$ cat config.mk
export PLATFORM = sky130hd
export DESIGN_NAME = hdlc_frame_tx
export DESIGN_NICKNAME = d
export VERILOG_FILES = /design/src/rtl/hdlc_tx_pkg.sv /design/src/rtl/hdlc_tx_fifo.sv /design/src/rtl/hdlc_tx_crc.sv /design/src/rtl/hdlc_tx_line.sv /design/src/rtl/hdlc_frame_tx.sv
export SDC_FILE = /design/constraint.sdc
export NUM_CORES = 1
export LEC_CHECK = 0
export BUFFER_PORTS_ARGS = -buffer_cell sky130_fd_sc_hd__buf_2
export CELL_PAD_IN_SITES_DETAIL_PLACEMENT = 0
export CELL_PAD_IN_SITES_GLOBAL_PLACEMENT = 1
export CORE_MARGIN = 3
export CORE_UTILIZATION = 35
export CTS_CLUSTER_DIAMETER = 60
export CTS_CLUSTER_SIZE = 30
export DETAILED_ROUTE_END_ITERATION = 10
export GPL_TIMING_DRIVEN = 0
export PLACE_DENSITY = 0.68
export SYNTH_ARGS = -nofsm -noshare
export SYNTH_HDL_FRONTEND = slang
export SYNTH_HIERARCHICAL = 1
export SYNTH_SLANG_ARGS = --single-unit
$ cat constraint.sdc
create_clock -name clk -period 3.1 [get_ports clk]
set_input_delay 0.31 -clock clk [delete_from_list [all_inputs] [get_ports clk]]
set_output_delay 0.31 -clock clk [all_outputs]
set_load 0.01 [all_outputs]
$ cat src/rtl/hdlc_tx_pkg.sv
package hdlc_tx_pkg;

    typedef enum logic [2:0] {
        ST_IDLE,
        ST_OPEN,
        ST_DATA,
        ST_FCS,
        ST_CLOSE,
        ST_ABORT
    } tx_state_e;

    typedef struct packed {
        logic       eof;
        logic [7:0] data;
    } tx_entry_t;

    localparam logic [7:0] FLAG_PAT = 8'h7E;

endpackage

$ cat src/rtl/hdlc_tx_fifo.sv
module hdlc_tx_fifo
    import hdlc_tx_pkg::*;
#(
    parameter int DEPTH = 4,
    parameter int LVL_W = 3
) (
    input  logic             clk,
    input  logic             rst_n,
    input  logic             push,
    input  tx_entry_t        din,
    input  logic             pop,
    output tx_entry_t        dout,
    output logic             empty,
    output logic             full,
    input  logic [LVL_W-1:0] lvl,
    output logic             lvl_ok
);
    localparam int AW = (DEPTH > 1) ? $clog2(DEPTH) : 1;
    localparam int CW = $clog2(DEPTH + 1);

    tx_entry_t       mem [DEPTH];
    logic [AW-1:0]   wp_q, rp_q;
    logic [CW-1:0]   cnt_q;
    logic [CW-1:0]   free_cnt;

    function automatic logic [AW-1:0] bump(input logic [AW-1:0] p);
        return (p == AW'(DEPTH - 1)) ? '0 : p + AW'(1);
    endfunction

    always_ff @(posedge clk) begin
        if (push) begin
            mem[wp_q] <= din;
        end
    end

    always_ff @(posedge clk or negedge rst_n) begin
        if (!rst_n) begin
            wp_q  <= '0;
            rp_q  <= '0;
            cnt_q <= '0;
        end else begin
            if (push) begin
                wp_q <= bump(wp_q);
            end
            if (pop) begin
                rp_q <= bump(rp_q);
            end
            unique case ({push, pop})
                2'b10:   cnt_q <= cnt_q + CW'(1);
                2'b01:   cnt_q <= cnt_q - CW'(1);
                default: cnt_q <= cnt_q;
            endcase
        end
    end

    assign dout     = mem[rp_q];
    assign empty    = (cnt_q == '0);
    assign full     = (cnt_q == CW'(DEPTH));
    assign free_cnt = CW'(DEPTH) - cnt_q;
    assign lvl_ok   = (32'(free_cnt) >= 32'(lvl));


    depth_bound_chk: assert property (@(posedge clk) disable iff (!rst_n)
        cnt_q <= CW'(DEPTH));


    no_underflow_chk: assert property (@(posedge clk) disable iff (!rst_n)
        pop |-> !empty);

endmodule

$ cat src/rtl/hdlc_tx_crc.sv
module hdlc_tx_crc #(
    parameter int                 W    = 16,
    parameter logic [W-1:0]       POLY = 16'h8408
) (
    input  logic clk,
    input  logic rst_n,
    input  logic preset,
    input  logic upd,
    input  logic din,
    input  logic shift,
    output logic fcs_bit
);
    logic [W-1:0] crc_q;
    logic         fb;

    assign fb = crc_q[0] ^ din;

    always_ff @(posedge clk or negedge rst_n) begin
        if (!rst_n) begin
            crc_q <= '1;
        end else if (preset) begin
            crc_q <= '1;
        end else if (upd) begin
            crc_q <= (crc_q >> 1) ^ (fb ? POLY : '0);
        end else if (shift) begin
            crc_q <= {1'b1, crc_q[W-1:1]};
        end
    end

    assign fcs_bit = ~crc_q[0];

endmodule

$ cat src/rtl/hdlc_tx_line.sv
module hdlc_tx_line (
    input  logic clk,
    input  logic rst_n,
    input  logic bit_en,
    input  logic raw,
    input  logic nrzi,
    input  logic hold_hi,
    output logic txd
);
    logic lvl_q;

    always_ff @(posedge clk or negedge rst_n) begin
        if (!rst_n) begin
            lvl_q <= 1'b1;
        end else if (bit_en) begin
            if (hold_hi) begin
                lvl_q <= 1'b1;
            end else if (!nrzi) begin
                lvl_q <= raw;
            end else if (!raw) begin
                lvl_q <= ~lvl_q;
            end
        end
    end

    assign txd = lvl_q;


    txd_hold_chk: assert property (@(posedge clk) disable iff (!rst_n)
        !$past(bit_en) |-> $stable(txd));


    mark_hi_chk: assert property (@(posedge clk) disable iff (!rst_n)
        (bit_en && hold_hi) |=> txd);

endmodule

$ cat src/rtl/hdlc_frame_tx.sv
module hdlc_frame_tx
    import hdlc_tx_pkg::*;
#(
    parameter int           FIFO_DEPTH = 4,
    parameter int           LVL_W      = 3,
    parameter int           ABORT_LEN  = 8,
    parameter int           CRC_W      = 16,
    parameter logic [15:0]  CRC_POLY   = 16'h8408
) (
    input  logic             clk,
    input  logic             rst_n,
    input  logic             cfg_nrzi,
    input  logic             cfg_mark_idle,
    input  logic [LVL_W-1:0] cfg_req_lvl,
    input  logic             wr_valid,
    output logic             wr_ready,
    input  logic [7:0]       wr_data,
    input  logic             wr_eof,
    output logic             wr_req,
    input  logic             bit_en,
    input  logic             rts_req,
    output logic             txd,
    output logic             rts_n,
    output logic             tx_underrun
);
    localparam int CNT_MAX = (CRC_W > ABORT_LEN) ? CRC_W : ABORT_LEN;
    localparam int CNT_W   = $clog2(CNT_MAX + 1);

    tx_state_e          st_q, st_d;
    logic [CNT_W-1:0]   cnt_q, cnt_d;
    logic [2:0]         icnt_q, icnt_d;
    logic [2:0]         ones_q, ones_d;
    logic [7:0]         sh_q, sh_d;
    logic               last_q, last_d;
    logic               undr_q, undr_d;
    logic               rts_n_q, rts_n_d;

    tx_entry_t          wr_ent, head;
    logic               q_empty, q_full, push, pop;
    logic               crc_preset, crc_upd, crc_shift, fcs_bit;
    logic               raw, hold_hi, start, stuff;

    assign wr_ent   = '{eof: wr_eof, data: wr_data};
    assign wr_ready = !q_full;
    assign push     = wr_valid && !q_full;

    hdlc_tx_fifo #(
        .DEPTH (FIFO_DEPTH),
        .LVL_W (LVL_W)
    ) u_fifo (
        .clk    (clk),
        .rst_n  (rst_n),
        .push   (push),
        .din    (wr_ent),
        .pop    (pop),
        .dout   (head),
        .empty  (q_empty),
        .full   (q_full),
        .lvl    (cfg_req_lvl),
        .lvl_ok (wr_req)
    );

    hdlc_tx_crc #(
        .W    (CRC_W),
        .POLY (CRC_POLY[CRC_W-1:0])
    ) u_crc (
        .clk     (clk),
        .rst_n   (rst_n),
        .preset  (crc_preset),
        .upd     (crc_upd),
        .din     (sh_q[0]),
        .shift   (crc_shift),
        .fcs_bit (fcs_bit)
    );

    hdlc_tx_line u_line (
        .clk     (clk),
        .rst_n   (rst_n),
        .bit_en  (bit_en),
        .raw     (raw),
        .nrzi    (cfg_nrzi),
        .hold_hi (hold_hi),
        .txd     (txd)
    );

    assign start = !q_empty && (cfg_mark_idle || (icnt_q == 3'd0));
    assign stuff = (ones_q == 3'd5);

    // state register
    always_ff @(posedge clk or negedge rst_n) begin
        if (!rst_n) begin
            st_q    <= ST_IDLE;
            cnt_q   <= '0;
            icnt_q  <= '0;
            ones_q  <= '0;
            sh_q    <= '0;
            last_q  <= 1'b0;
            undr_q  <= 1'b0;
            rts_n_q <= 1'b1;
        end else begin
            st_q    <= st_d;
            cnt_q   <= cnt_d;
            icnt_q  <= icnt_d;
            ones_q  <= ones_d;
            sh_q    <= sh_d;
            last_q  <= last_d;
            undr_q  <= undr_d;
            rts_n_q <= rts_n_d;
        end
    end

    // transitions
    always_comb begin
        st_d       = st_q;
        cnt_d      = cnt_q;
        icnt_d     = icnt_q;
        ones_d     = ones_q;
        sh_d       = sh_q;
        last_d     = last_q;
        undr_d     = undr_q;
        pop        = 1'b0;
        crc_preset = 1'b0;
        crc_upd    = 1'b0;
        crc_shift  = 1'b0;
        if (bit_en) begin
            unique case (st_q)
                ST_IDLE: begin
                    if (start) begin
                        st_d       = ST_OPEN;
                        cnt_d      = CNT_W'(1);
                        icnt_d     = '0;
                        crc_preset = 1'b1;
                        undr_d     = 1'b0;
                    end else begin
                        icnt_d = cfg_mark_idle ? 3'd0 : icnt_q + 3'd1;
                    end
                end
                ST_OPEN: begin
                    if (cnt_q == CNT_W'(7)) begin
                        pop    = 1'b1;
                        sh_d   = head.data;
                        last_d = head.eof;
                        cnt_d  = '0;
                        ones_d = '0;
                        st_d   = ST_DATA;
                    end else begin
                        cnt_d = cnt_q + CNT_W'(1);
                    end
                end
                ST_DATA: begin
                    if (stuff) begin
                        ones_d = '0;
                    end else begin
                        crc_upd = 1'b1;
                        ones_d  = sh_q[0] ? ones_q + 3'd1 : 3'd0;
                        sh_d    = {1'b0, sh_q[7:1]};
                        if (cnt_q == CNT_W'(7)) begin
                            cnt_d = '0;
                            if (last_q) begin
                                st_d = ST_FCS;
                            end else if (!q_empty) begin
                                pop    = 1'b1;
                                sh_d   = head.data;
                                last_d = head.eof;
                            end else begin
                                st_d   = ST_ABORT;
                                undr_d = 1'b1;
                            end
                        end else begin
                            cnt_d = cnt_q + CNT_W'(1);
                        end
                    end
                end
                ST_FCS: begin
                    if (stuff) begin
                        ones_d = '0;
                    end else begin
                        crc_shift = 1'b1;
                        ones_d    = fcs_bit ? ones_q + 3'd1 : 3'd0;
                        if (cnt_q == CNT_W'(CRC_W - 1)) begin
                            cnt_d = '0;
                            st_d  = ST_CLOSE;
                        end else begin
                            cnt_d = cnt_q + CNT_W'(1);
                        end
                    end
                end
                ST_CLOSE: begin
                    ones_d = '0;
                    if (!stuff) begin
                        if (cnt_q == CNT_W'(7)) begin
                            cnt_d  = '0;
                            icnt_d = '0;
                            st_d   = ST_IDLE;
                        end else begin
                            cnt_d = cnt_q + CNT_W'(1);
                        end
                    end
                end
                ST_ABORT: begin
                    if (cnt_q == CNT_W'(ABORT_LEN - 1)) begin
                        cnt_d  = '0;
                        icnt_d = '0;
                        st_d   = ST_IDLE;
                    end else begin
                        cnt_d = cnt_q + CNT_W'(1);
                    end
                end
                default: st_d = ST_IDLE;
            endcase
        end
        rts_n_d = !(rts_req || (!rts_n_q && (st_q != ST_IDLE)));
    end

    // outputs
    always_comb begin
        raw     = 1'b1;
        hold_hi = 1'b0;
        unique case (st_q)
            ST_IDLE: begin
                raw     = start ? 1'b0 : (cfg_mark_idle ? 1'b1 : FLAG_PAT[icnt_q]);
                hold_hi = cfg_mark_idle && cfg_nrzi && !start;
            end
            ST_OPEN:  raw = FLAG_PAT[cnt_q[2:0]];
            ST_DATA:  raw = stuff ? 1'b0 : sh_q[0];
            ST_FCS:   raw = stuff ? 1'b0 : fcs_bit;
            ST_CLOSE: raw = stuff ? 1'b0 : FLAG_PAT[cnt_q[2:0]];
            ST_ABORT: raw = 1'b1;
            default:  raw = 1'b1;
        endcase
    end

    assign rts_n       = rts_n_q;
    assign tx_underrun = undr_q;


    open_on_data_chk: assert property (@(posedge clk) disable iff (!rst_n)
        (st_q == ST_IDLE && bit_en && !q_empty && cfg_mark_idle) |=> (st_q == ST_OPEN));


    ones_cap_chk: assert property (@(posedge clk) disable iff (!rst_n)
        ones_q <= 3'd5);


    rts_hold_chk: assert property (@(posedge clk) disable iff (!rst_n)
        (!rts_n && st_q != ST_IDLE) |=> !rts_n);


    undr_src_chk: assert property (@(posedge clk) disable iff (!rst_n)
        $rose(tx_underrun) |-> (st_q == ST_ABORT));

endmodule

==> results of run 1 <==
## critical path, stage by stage (launching register included)
cell     delay [ns]
dfrtp_1        0.36
inv_1          0.10
ha_1           0.23
ha_1           0.29
nor2_1         0.32
a21oi_1        0.12
nor2_1         0.26
ha_1           0.25
inv_1          0.06
fa_1           0.37
xor2_1         0.15
nor2_1         0.12
xnor2_1        0.13
## report_power, final
group | leakage [nW] | switching (mW) | total, mW | internal [mW]
Combinational | 0.983 | 0.807 | 1.44 | 0.636
Clock | 0.150 | 0.504 | 1.08 | 0.574
Sequential | 0.928 | 0.170 | 1.68 | 1.51
## state kept, by name, summed over array words and instances (netlist names)
name	cells
u_line/txd	1
ones_q	3
u_fifo/rp_q	2
sh_q	8
tx_underrun	1
st_q	3
rts_n	1
u_crc/crc_q	16
cnt_q	5
u_fifo/cnt_q	3
icnt_q	3
u_fifo/wp_q	2
u_fifo/mem	36
last_q	1
## metrics by stage
stage               std cells  utilization (%)
floorplan                 378                -
global placement          569            39.05
detailed placement        569            39.05
CTS                       585            41.55
global route              585            41.55
finish                    585            41.55
## cell usage in the layout, fill, tap and decap left out, types with 12 or more instances in the layout
cell type	netlist	final
edfxtp_1	36	36
dfstp_2	18	18
dfrtp_1	31	31
a21oi_2	12	12
ha_1	21	21
o21ai_0	20	20
inv_1	23	23
nand2_1	28	28
nor2_1	35	35
buf_2	5	28
mux2i_1	14	14
## path summary, 6_finish.rpt
check                                   to  slack [ns]  cells past startpoint
hold reg to reg            u_fifo/cnt_q[0]        0.47                      1
setup reg to reg           u_fifo/cnt_q[2]        0.27                     12
min in group asynchronous   u_fifo/wp_q[1]        0.21                      1
setup / recovery           u_fifo/cnt_q[2]        0.27                     12
hold / removal                       rts_n        0.07                      2
max in group asynchronous        icnt_q[2]        2.16                      1
## cell families after synthesis
kind of cell               count (synthesis)
and+or+nand+nor                          120
DFF                                       85
AOI/OAI and AO/OA                         82
buffers and inverters                     39
muxes                                     26
adders and majority gates                 22
xor gates and xnor gates                   4
## layer usage
| layer | part of all wire [%] | vias to the layer above |
|---|---|---|
| met3 | 3.0 | 17 |
| li1 | - | 1432 |
| met5 | 0 | - |
| met1 | 47 | 1412 |
| met4 | 2.6 | 0 |
| met2 | 47 | 45 |
## area by class of cell
type | count | area [um2] | share of cell area (%)
plain buffers | 16 | 128.9 | 2.529
clock inverters | 7 | 81.33 | 1.596
inverters | 23 | 86.33 | 1.694
clock buffers | 9 | 225.2 | 4.420
multi-input cells | 254 | 1918 | 37.65
well taps | 168 | 210.2 | 4.126
flip-flops and latches | 85 | 2330 | 45.73
repair buffers | 23 | 115.1 | 2.259
==> results.json, run 1 <==
{
  "p_leak_nw": 2.061,
  "cts_buffers": 9,
  "grt_usage_pct": 12.90,
  "fin_crit_ns": 2.826,
  "area_growth_pct": 14.16,
  "synth_top_family_by_area": "simple AND/OR/NAND/NOR gates",
  "design.die.area_um2": 14140,
  "num_rows": 40,
  "routedWlPerCell_um": 14.13,
  "fillerInstances": 1152,
  "ir_worst_vdd_mv": 0.3911,
  "cts_root_buf": "clkbuf_16",
  "synth_edf_count": 36,
  "synthXorXnorAreaFrac_pct": 0.7850,
  "async_reset_ff_share_pct": 57.65,
  "synth_ff_type": "edfxtp_1",
  "hold_viol": 0,
  "worstPathArrival_ns": 3.09,
  "globalRouteMet2Util_pct": 20.14,
  "n_antenna_cell": 0,
  "tightest_slew_ns": 1.192,
  "rsz0062_at_grt": "no",
  "drive_above_1_share_pct": 26.38,
  "drc": 0,
  "synth_fa_ha_area_share_pct": 6.336,
  "antenna_found_initial": 0,
  "synth.distinct_cells": 66,
  "min_from": "rts_req",
  "setup.worst_path.class": "register to register",
  "finalSetupTns_ns": 0,
  "cts_resized": 0,
  "fmax_mhz": 353.8,
  "drv_cap": 0,
  "post-cts-setup-buffers": 0,
  "cts_hold_buf": 0,
  "endpoint_kind": "register",
  "top_usage_layer": "met2",
  "netlist.area_leader.share_pct": 24.22,
  "synth_area_per_cell_um2": 11.81,
  "routed_wl_mm": 8.268,
  "met3_usage_pct": 1.947,
  "synth_compound_area_share_pct": 13.62,
  "start_util_pct": 36.40,
  "path_clk_slew_ns": 0.07,
  "die_w_um": 118.9,
  "clock-sinks": 85,
  "slew_headroom_pct": 20.56,
  "synthTopCellsByCount": "36 x edfxtp_1, 35 x nor2_1, 31 x dfrtp_1, 28 x nand2_1, 23 x inv_1",
  "core_area_um2": 12260,
  "synth_largest_area_cell": "edfxtp_1",
  "fin_skew_ns": 0.004153,
  "dpl_cell_area_um2": 4788,
  "grt_max_degree": 50,
  "place_ws_ns": 0.2475,
  "startpoint": "u_fifo/cnt_q[0]",
  "status": "complete, no violations",
  "grt_overflow_total": 0,
  "die_h_um": 118.9,
  "postRouteAntennaNets": 0,
  "io_pins": 24,
  "syn-num-nets": 419,
  "dp_hpwl_mm": 5.723,
  "drt-initial-drc-count": 122,
  "required_ns": 3.37,
  "ys.warnings.count": 6,
  "reg2reg_from": "u_fifo/cnt_q[0]",
  "crit_path_max_fanout": 6,
  "yosys_register_bits": 85,
  "clk_path_buf_depth": 2,
  "fin_total_pwr_mw": 4.198,
  "design_area_um2": 5095,
  "hp-class": "primary input to register",
  "insertion_delay_ns": 0.34,
  "viasPerCell": 4.968,
  "yosys.cell_count.top_type": "edfxtp_1",
  "first_pass_iters": 4,
  "hold-worst-slack_ns": 0.07361,
  "start_kind": "register",
  "use_met1_pct": 17.31,
  "ys_seq_area_share_pct": 52.20,
  "vias": 2906,
  "syn_inst": 378,
  "syn_area_um2": 4463,
  "place_congestion": 0.7702,
  "synthSimpleGateAreaFrac_pct": 13.71,
  "port_buffers": 23,
  "synthMuxAreaShare_pct": 8.523,
  "grt_pass1_vias": 2931,
  "cts_tree": "built",
  "period_share_pct": 91.17,
  "maxSlewViolCount": 0,
  "pwr_density_cell_nw_per_um2": 824.0,
  "finalSetupViolations": 0,
  "fin_nets": 453,
  "worst_slack_ns": 0.2738,
  "grt_pass1_wl_mm": 14.61,
  "cts.htree.levels": 3,
  "synth_area_leaders": "edfxtp_1 24%, dfrtp_1 17%, dfstp_2 11%"
}
No activity file was read; power rests on OpenSTA's default activity.
==> run 2: changes to the inputs <==
- CORE_UTILIZATION: 35 -> 52
- CTS_BUF_LIST: default -> sky130_fd_sc_hd__clkbuf_8
- PLACE_DENSITY: 0.68 -> 0.92
==> results.json, run 2 (synthesis gave the netlist of run 1 again) <==
{
  "path_clk_slew_ns": 0.09,
  "dpl_cell_area_um2": 4710,
  "final_cell_mix": "36 x edfxtp_1, 35 x nor2_1, 31 x dfrtp_1",
  "area_growth_pct": 9.980,
  "post-cts-setup-buffers": 0,
  "p_leak_nw": 2.010,
  "vias": 2832,
  "place_congestion": 0.8468,
  "start_util_pct": 54.05,
  "finalSetupTns_ns": 0,
  "die_w_um": 98.65,
  "drive_above_1_share_pct": 26.38,
  "grt_pass1_vias": 2845,
  "maxSlewViolCount": 0,
  "design.die.area_um2": 9731,
  "first_pass_iters": 4,
  "rsz0062_at_grt": "no",
  "die_h_um": 98.65,
  "regMostFlops": "u_fifo/mem",
  "tightest_slew_ns": 1.114,
  "final_common_cell": "edfxtp_1",
  "cts_buffers": 9,
  "reg_top3": "u_fifo/mem: 36 flops, u_crc/crc_q: 16 flops, sh_q: 8 flops",
  "num_rows": 33,
  "grt_max_degree": 50,
  "required_ns": 3.39,
  "clk_path_buf_depth": 2,
  "grt_pass1_wl_mm": 13.48,
  "design_area_um2": 4908,
  "cts_root_buf": "clkbuf_8",
  "period_share_pct": 93.84,
  "crit_slowest_cell": "dfrtp_1",
  "grt_usage_pct": 17.04,
  "cts_tree": "built",
  "path_delay_family": "adder cells",
  "endpoint_kind": "register",
  "grt_overflow_total": 0,
  "crit_path_max_fanout": 6,
  "cts_resized": 0,
  "dp_hpwl_mm": 5.500,
  "fin_nets": 453,
  "clock-sinks": 85,
  "postRouteAntennaNets": 0,
  "antenna_found_initial": 0,
  "critPathMaxStageDelay_ns": 0.38,
  "hold_viol": 0,
  "drt-initial-drc-count": 183,
  "r2r_slack_ns": 0.19,
  "fin_crit_ns": 2.909,
  "ir_worst_vdd_mv": 0.5067,
  "start_kind": "register",
  "globalRouteMet2Util_pct": 27.67,
  "slew_headroom_pct": 25.71,
  "fmax_mhz": 343.8,
  "finalSetupViolations": 0,
  "met3_usage_pct": 3.892,
  "port_buffers": 23,
  "status": "complete, no violations",
  "use_met1_pct": 23.20,
  "cts_hold_buf": 0,
  "routed_wl_mm": 7.849,
  "worstPathArrival_ns": 3.20,
  "io_pins": 24,
  "routedWlPerCell_um": 15.04,
  "drv_cap": 0,
  "setup.worst_path.class": "register to register",
  "core_area_um2": 8258,
  "viasPerCell": 5.425,
  "crit_chain": "inv_1, ha_1, ha_1, nor2_1, a21oi_1, nor2_1, ha_1, inv_1, fa_1, xor2_1, nor2_1, xnor2_1",
  "top_usage_layer": "met2",
  "hp-class": "primary input to register",
  "fin_skew_ns": 0.007274,
  "insertion_delay_ns": 0.36,
  "n_antenna_cell": 0,
  "largest_register_ffs": 36,
  "pwr_density_cell_nw_per_um2": 793.6,
  "drc": 0,
  "crit_buf_inv": 2,
  "cts.htree.levels": 3
}
[run 2: cell types whose count changed in the layout (fill, tap and decap cells not counted)]
cell | previous run | this run
clkbuf_16 | 9 | 0
clkbuf_8 | 0 | 9
clkinv_4 | 2 | 1
clkinv_8 | 2 | 1
clkinvlp_4 | 0 | 1
inv_8 | 2 | 3
[run 2: layout make-up]
class,instances,area [um2]
Inverter,23,86.33
Tap cell,105,131.4
Sequential cell,85,2330
Buffer,16,128.9
Fill cell,701,3349
Multi-Input combinational cell,254,1918
Clock inverter,7,75.07
Timing Repair Buffer,23,115.1
Clock buffer,9,123.9
[run 2: metrics by stage]
stage	worst slack [ns]	power (mW)	std cells	util, %	hold WS (ns)
after floorplan	0.6473	2.801	378	-	0.01441
after global placement	0.3303	3.092	506	57.03	0.4291
after detailed placement	0.2208	3.155	506	57.03	0.4348
after CTS	0.1975	3.943	522	59.44	0.03695
after global routing	0.01345	4.183	522	59.44	0.04733
final	0.1911	3.896	522	59.44	0.05594
[run 2: final timing paths]
path / start / endpoint / cells past startpoint
setup / recovery: u_fifo/cnt_q[0] / u_fifo/cnt_q[2] / 12
hold / removal: rts_req / rts_n / 2
setup reg to reg: u_fifo/cnt_q[0] / u_fifo/cnt_q[2] / 12
hold reg to reg: u_fifo/cnt_q[0] / u_fifo/cnt_q[0] / 1
max in group asynchronous: rst_n / sh_q[4] / 1
min in group asynchronous: rst_n / icnt_q[1] / 1
[run 2: power by group]
| part | total, mW | switching [mW] | internal [mW] |
|---|---|---|---|
| logic | 1.44 | 0.803 | 0.638 |
| registers | 1.68 | 0.172 | 1.51 |
| clock network | 0.777 | 0.458 | 0.319 |
[run 2: worst reg2reg max path, stage by stage, from the launching register on]
cell and delay, ns:
dfrtp_1 0.38, inv_1 0.10, ha_1 0.23, ha_1 0.30, nor2_1 0.33, a21oi_1 0.12, nor2_1 0.26, ha_1 0.25
inv_1 0.06, fa_1 0.38, xor2_1 0.16, nor2_1 0.13, xnor2_1 0.13
[run 2: routing by layer]
layer  vias up  wire [um]  part of all wire [%]
li1       1421          -                     -
met1      1374       3880                    49
met2        30       3670                    47
met3         7        220                   2.8
met4         0         78                  0.99
met5         -          0                     0
==> run 3: changes to the inputs <==
- SETUP_SLACK_MARGIN: default -> 0.3
==> results.json, run 3 (synthesis gave the netlist of run 1 again) <==
{
  "path_delay_family": "adder cells",
  "start_kind": "register",
  "grt_max_degree": 50,
  "drc": 0,
  "io_pins": 24,
  "largest_register_ffs": 36,
  "cts_tree": "built",
  "final_cell_mix": "36 x edfxtp_1, 32 x nor2_1, 31 x dfrtp_1",
  "required_ns": 3.39,
  "fin_skew_ns": 0.006589,
  "grt_overflow_total": 0,
  "die_w_um": 98.65,
  "drive_above_1_share_pct": 27.34,
  "cts_resized": 2,
  "finalSetupTns_ns": 0,
  "crit_slowest_cell": "dfrtp_1",
  "grt_pass1_wl_mm": 13.48,
  "clock-sinks": 85,
  "worstPathArrival_ns": 2.88,
  "num_rows": 33,
  "final_common_cell": "edfxtp_1",
  "design.die.area_um2": 9731,
  "slew_headroom_pct": 26.13,
  "swShare_pct": 36.73,
  "maxSlewViolCount": 0,
  "routed_wl_mm": 7.807,
  "min_from": "rts_req",
  "tightest_slew_ns": 1.108,
  "hold-worst-slack_ns": 0.05347,
  "first_pass_iters": 4,
  "final_util_pct": 59.62,
  "antenna_found_initial": 0,
  "cts_root_buf": "clkbuf_8",
  "die_h_um": 98.65,
  "clk_path_buf_depth": 2,
  "cts.htree.levels": 3,
  "design_area_um2": 4923,
  "finalSetupViolations": 0,
  "fin_crit_ns": 2.585,
  "ir_worst_vdd_mv": 0.5045,
  "crit_path_max_fanout": 8,
  "endpoint_kind": "register",
  "start_util_pct": 54.05,
  "seq_power_share_pct": 43.0,
  "dpl_cell_area_um2": 4710,
  "n_antenna_cell": 0,
  "startpoint": "cnt_q[0]",
  "drv_cap": 0,
  "post-cts-setup-buffers": 0,
  "setup.worst_path.class": "register to register",
  "grt_usage_pct": 17.04,
  "period_share_pct": 83.39,
  "place_congestion": 0.8468,
  "drt-initial-drc-count": 124,
  "cts_hold_buf": 0,
  "fin_nets": 453,
  "cts_buffers": 9,
  "crit_chain": "ha_1, and4bb_2, buf_4, nand2_1, nor2_2, ha_1, inv_1, fa_1, xor2_1, nor2_1, xnor2_1",
  "rsz0062_at_grt": "no",
  "fin_total_pwr_mw": 3.906,
  "p_int_mw": 2.471,
  "status": "complete, no violations",
  "comb_power_share_pct": 37.1,
  "crit_buf_inv": 2,
  "path_clk_slew_ns": 0.10,
  "insertion_delay_ns": 0.36,
  "clkPwrFrac_pct": 19.9,
  "vias": 2829,
  "critPathMaxStageDelay_ns": 0.43,
  "pwr_density_cell_nw_per_um2": 793.3,
  "fmax_mhz": 386.9,
  "postRouteAntennaNets": 0,
  "routedWlPerCell_um": 14.96,
  "reg_top3": "u_fifo/mem: 36 flops, u_crc/crc_q: 16 flops, sh_q: 8 flops",
  "p_leak_nw": 2.010,
  "hp-class": "primary input to register",
  "reg2reg_from": "cnt_q[0]",
  "dp_hpwl_mm": 5.500,
  "viasPerCell": 5.420,
  "hold_viol": 0,
  "port_buffers": 23,
  "core_area_um2": 8258,
  "p_sw_mw": 1.435,
  "regMostFlops": "u_fifo/mem",
  "area_growth_pct": 10.32,
  "grt_pass1_vias": 2845,
  "critPathMostFrequentCell": "ha_1"
}
==> run 3: cell counts in the layout (fill, tap and decap cells not counted) <==
Identical to the previous run, type by type.
==> run 3: area by class of cell <==
type                            instances  area [um2]
Sequential cell                        85        2330
Clock buffer                            9       123.9
Fill cell                             700        3334
Buffer                                 16       128.9
Clock inverter                          7       75.07
Timing Repair Buffer                   23       115.1
Inverter                               23       86.33
Multi-Input combinational cell        254        1933
Tap cell                              105       131.4
==> run 3: path summary, 6_finish.rpt <==
path / depth (start not counted) / to / slack, ns
worst max register to register: 11 / u_fifo/cnt_q[2] / 0.52
worst min register to register: 1 / u_fifo/cnt_q[0] / 0.49
worst max-delay path: 11 / u_fifo/cnt_q[2] / 0.52
min in group asynchronous: 1 / icnt_q[2] / 0.16
worst min-delay path: 2 / rts_n / 0.05
max in group asynchronous: 1 / tx_underrun / 2.28
==> run 3: power groups by stage <==
stage / Combinational, mW / Clock (mW) / Sequential, mW
6_report: 1.45 / 0.777 / 1.68
5_1_grt: 1.63 / 0.852 / 1.71
4_1_cts: 1.46 / 0.808 / 1.68
3_5_place_dp: 1.45 / 0 / 1.70
3_3_place_gp: 1.41 / 0 / 1.68
2_1_floorplan: 1.14 / 0 / 1.66
==> run 3: layer usage <==
layer | part of all wire (%) | GRT usage, % | vias up
met5 | 0 | 0 | -
met4 | 1.1 | 4.727 | 0
met3 | 2.7 | 3.892 | 5
met2 | 47 | 27.67 | 36
met1 | 49 | 23.20 | 1364
li1 | - | - | 1424
==> run 3: worst reg2reg max path, stage by stage, from the launching register on <==
cell,delay (ns)
dfrtp_1,0.43
ha_1,0.28
and4bb_2,0.24
buf_4,0.16
nand2_1,0.11
nor2_2,0.21
ha_1,0.23
inv_1,0.06
fa_1,0.38
xor2_1,0.16
nor2_1,0.13
xnor2_1,0.13
==> run 3: through the flow <==
step | setup slack [ns] | std cells
after CTS | 0.3669 | 522
after floorplan | 0.6473 | 378
after global routing | 0.3116 | 522
after detailed placement | 0.2208 | 506
after global placement | 0.3303 | 506
final | 0.5150 | 522
